**config.mk**
```make
export PLATFORM = sky130hd
export DESIGN_NAME = mbox_dispatch
export DESIGN_NICKNAME = d
export VERILOG_FILES = /design/src/rtl/mbox_dispatch.sv
export SDC_FILE = /design/constraint.sdc
export NUM_CORES = 1
export LEC_CHECK = 0
export BUFFER_PORTS_ARGS = -buffer_cell sky130_fd_sc_hd__clkbuf_2
export CAP_MARGIN = 20
export CORE_UTILIZATION = 42
export CTS_CLUSTER_DIAMETER = 50
export DETAILED_ROUTE_END_ITERATION = 6
export PLACE_DENSITY = 0.9
export SLEW_MARGIN = 20
export SYNTH_ARGS = -nofsm -noshare
export SYNTH_HDL_FRONTEND = slang
export SYNTH_SLANG_ARGS = --single-unit
export TNS_END_PERCENT = 10
```
**constraint.sdc**
```tcl
create_clock -name clk -period 6.74 [get_ports clk]
set_input_delay 0.674 -clock clk [delete_from_list [all_inputs] [get_ports clk]]
set_output_delay 0.674 -clock clk [all_outputs]
set_load 0.005 [all_outputs]
```
**src/rtl/mbox_dispatch.sv**
```systemverilog
module mbox_dispatch #(
  parameter int DW    = 32,
  parameter int NCH   = 9,
  parameter int DEPTH = 8
) (
  input  logic           clk,
  input  logic           rst_n,
  input  logic           wr_en,
  input  logic [7:0]     wr_addr,
  input  logic [DW-1:0]  wr_data,
  input  logic [7:0]     rd_addr,
  output logic [DW-1:0]  rd_data,
  input  logic [NCH-1:0] ch_busy,
  output logic [NCH-1:0] fwd_valid,
  output logic [DW-1:0]  fwd_data,
  output logic           drop_evt
);
  localparam int CW = $clog2(DEPTH + 1);
  localparam int IW = (DEPTH > 1) ? $clog2(DEPTH) : 1;

  logic [CW-1:0] count;
  logic [DW-1:0] q [DEPTH];

  logic [3:0]  ch;
  logic [15:0] busy_pad;
  logic        is_send, ch_ok, full, empty, accept, busy_sel, park;

  assign is_send  = wr_en && (wr_addr[7:4] == 4'hA) && (wr_addr[1:0] == 2'b00);
  assign ch       = wr_data[3:0];
  assign ch_ok    = 32'(ch) < NCH;
  assign full     = (32'(count) == DEPTH);
  assign empty    = (count == '0);
  assign busy_pad = 16'(ch_busy);
  assign busy_sel = busy_pad[ch];
  assign accept   = is_send && !full && ch_ok;
  assign park     = accept && busy_sel;
  assign drop_evt = is_send && !accept;

  assign fwd_valid = (accept && !busy_sel) ? (NCH'(1) << ch) : '0;
  assign fwd_data  = wr_data;

  always_ff @(posedge clk) begin
    if (!rst_n)     count <= '0;
    else if (park)  count <= count + 1'b1;
  end

  always_ff @(posedge clk) begin
    if (park) q[count[IW-1:0]] <= wr_data;
  end

  always_comb begin
    rd_data = '0;
    case (rd_addr)
      8'hB8: begin
        rd_data[DW-1]  = full;
        rd_data[DW-2]  = empty;
        rd_data[7:0]   = 8'(count);
      end
      8'hBC: rd_data = empty ? '0 : q[0];
      default: rd_data = '0;
    endcase
  end
endmodule


```
==> impl_summary.md <==
Pwr
VDD sags by at most 0.000155 V. The leakage dissipation is 1.22 nW. The power density relative to cell area is 182 mW/mm2.

Run
The count of maximum capacitance violations is 0.

Worst setup path
The category of the worst setup path capture point is an output port. The capturing instance or port of the critical path is fwd_valid[5]. The cell at the slowest stage of the critical path is mux4_2.

The critical path is of the input pin to output port type. The endpoint identified for the worst register-to-register timing path is q[0][27]. The path depth of the worst reg2reg path is 8. The worst setup path is launched from an input pin. The launch point of the worst path is wr_data[0]. Walking the worst path, the cells encountered are clkbuf_2, mux4_2, a2bb2oi_2, a211o_2, or2_4, nor3b_2, clkbuf_2. The required time of the worst setup path is 6.07 ns.

The register-to-register setup slack is 4.53 ns. The most numerous cell type found on the critical path is clkbuf_2. The reg-to-reg startpoint is count[0]. Of all nets on the critical path, the largest fanout is 12. On the worst path, the slowest cell contributes a delay of 0.55 ns. The arrival time of the worst setup path is 2.56 ns.

Logic synthesis
The register bit count reported by yosys is 36. The synthesized netlist occupies a cell area of 0.00198 mm2. Synthesis produced 172 cells.

The synthesis warning total is 0. The synthesized area per cell is 11.5 um2. The share of async-settable or async-resettable flops after synthesis is 0%. The most used flip-flop cell after synthesis is edfxtp_1. The number of flops mapped to enable cells by yosys is 32. The sequential fraction of the synthesis area is 52.6%.

The number of unique standard cell types used by synthesis is 34. The number of nets in the synthesized netlist is 234.

Die
The floorplan has 24 rows. The placeable core region is 0.00444 mm2. From left edge to right edge, the die measures 70.7 um.

Measured along the y axis, the die boundary spans 70.7 um. The count of pins on the block boundary is 134. The die covers 0.00499 mm2. Once the floorplan was initialized, standard cells occupied 44.6% of the core.

STA
At the pin with the least slew margin, the transition time is 0.861 ns. Setup repair after global routing left no endpoint under its margin. Once routing completed, OpenROAD measured the worst setup slack at 3.50 ns. The final-layout worst hold slack is 0.518 ns. Of the available clock period, the critical path in the final layout requires 48.0%.

The number of hold violations in the final report came to 0. The final count of pins violating max slew was 0. On the final layout, the worst clock skew is 0.00367 ns.

The setup TNS after final layout is 0 ns. The post-layout minimum cycle time is 3.24 ns. The remaining max-slew budget at the tightest pin is 42.6%. For this run, the top clock speed supported by timing is 309 MHz.

Setup violations remaining at the end of the flow were counted as 0.

Cells and area
Once layout is complete, the utilization of the core stands at 57.5%. Of the cells placed in the final design, the portion with a size suffix greater than 1 is 54.0%. The commonest non-fill, non-tap cell in the layout is clkbuf_2.

For this run, the number of standard cells in the final layout without fillers is 328. The fill cell total of the finished layout is 372. The number of antenna diodes is 0. At the end of the flow, the number of nets in the layout was 337. Relative to the synthesized area, the layout overhead comes to 29.1%. Leaving out fill and tap cells, the most frequent cells in the layout are clkbuf_2 (131), edfxtp_1 (32), and2_1 (27).

Routing
Dividing the detail-routed wire length by the instance count gives 12.1 um. For this block, the initial DRC count from the detailed router was 66. The routed wire length is 3960 um. In this run the remaining antenna-violating nets after routing total 0. The first-pass iteration count of the detailed router is 6. The post-route DRC violation count is 14. Across all layers, the routed design uses 1572 vias. The post-detailed-route via-to-cell ratio is 4.79.

GRT
The number of antenna violations at the first check in global routing came to 0. The global router's overall resource usage is 15.8%. Entering global routing, the biggest net connects 33 pins. The first global-routing pass estimated 6070 um of wire. The via count of the first global-routing pass is 1431. The total overflow left after global routing is 0.

Min path
In this run the worst hold path is classified as flop to flop. The startpoint of the worst hold path is count[3].

Clock tree
The post-cts gate resize count is 0. The source-to-sink clock delay at the later pin of the worst-skew pair is 0.27 ns. The root buffer cell chosen for the clock tree is clkbuf_8. The number of H-tree branching levels is 2. TritonCTS created 5 clock buffers.

The clock transition at the registers of the reported paths is 0.07 ns. Hold repair after CTS inserted 0 buffers. The clock sink total is 36.

After clock tree synthesis, the setup repair step added 0 buffers. The CTS tree is yes. In this run the deepest clock path goes through 2 buffers.

Placement
The count of buffers added on input and output ports is 131. Once placement completed, the tool counted placed cells totaling 320. The detailed-placement wirelength estimate is 3170 um. The worst setup timing slack at the placement stage is 3.49 ns.

Routability-driven placement finished with a final weighted congestion of 0.795.

Outcome
The final reports fail on design-rule violations. The flow ran to the end, but the final reports show violations.
-- layout make-up --
type	instances	area, um2	area share (%)
timing repair buffer	133	671	26.2
clock buffer	6	72.6	2.84
clock inverter	2	35.0	1.37
sequential	36	1040	40.7
tap	52	65.1	2.55
multi-input combinational	95	657	25.7
inverter	4	15.0	0.587
-- critical path, delay by kind of cell --
kind / cells / cell delay [ns]
mux: 1 / 0.55
simple gates: 2 / 0.43
compound gates: 2 / 0.52
buf+inv: 2 / 0.38
-- registers in the layout, summed over array words and instances, names as in the netlist --
| register | count |
|---|---|
| q | 32 |
| count | 4 |
-- routing by layer --
| metal | track usage [%] | vias to the layer above | wire length (um) | share of wire (%) |
|---|---|---|---|---|
| li1 | - | 776 | - | - |
| met1 | 15.4 | 716 | 1490 | 38 |
| met2 | 30.3 | 76 | 2110 | 53 |
| met3 | 5.98 | 4 | 316 | 8.0 |
| met4 | 5.56 | 0 | 44 | 1.1 |
| met5 | 0 | - | 0 | 0 |
-- power breakdown --
group          switching, mW  internal [mW]
registers          0.0000805          0.243
logic                 0.0187         0.0229
clock network         0.0724          0.110
-- how the worst min path moves through the flow --
stage / end / slack [ns] / depth (start not counted)
2_1_floorplan: count[3] / 0.47 / 2
3_3_place_gp: count[3] / 0.50 / 2
3_5_place_dp: count[3] / 0.51 / 2
4_1_cts: count[3] / 0.52 / 2
5_1_grt: count[3] / 0.55 / 2
6_report: count[3] / 0.52 / 2
-- synth_stat cells (2+ instances only) --
cell | n | share of area (%)
nand2_1 | 14 | 2.7
nor3b_2 | 2 | 1.3
nor3_1 | 4 | 1.0
ha_1 | 2 | 1.3
a32oi_1 | 2 | 0.88
mux2i_1 | 6 | 3.0
dfxtp_1 | 4 | 4.0
edfxtp_1 | 32 | 49
nand3_1 | 2 | 0.51
inv_1 | 4 | 0.76
nor2_1 | 5 | 0.95
o21ai_0 | 3 | 0.76
nor4b_1 | 2 | 0.88
and2_1 | 27 | 8.5
and3_1 | 2 | 0.63
clkbuf_1 | 3 | 0.57
buf_4 | 32 | 12
buf_6 | 2 | 1.1
a22o_1 | 3 | 1.3
and2b_2 | 2 | 0.88
nor3b_1 | 4 | 1.5
nand2b_1 | 3 | 0.95
-- logic make-up after synthesis --
kind of cell,synth area share (%)
AND/OR/NAND/NOR,22.6
AO/OA/AOI/OAI,4.80
multiplexers,4.17
adder cells (fa/ha/maj),1.26
buffers and inverters,14.6
flip-flops,52.6
-- metrics by stage --
step                      area, um2  total power, mW
after global routing           2560            0.484
after detailed placement       2450            0.290
final                          2560            0.466
after global placement         2450            0.288
after CTS                      2560            0.472
after floorplan                1980            0.274
No activity file was read; power rests on OpenSTA's default activity.
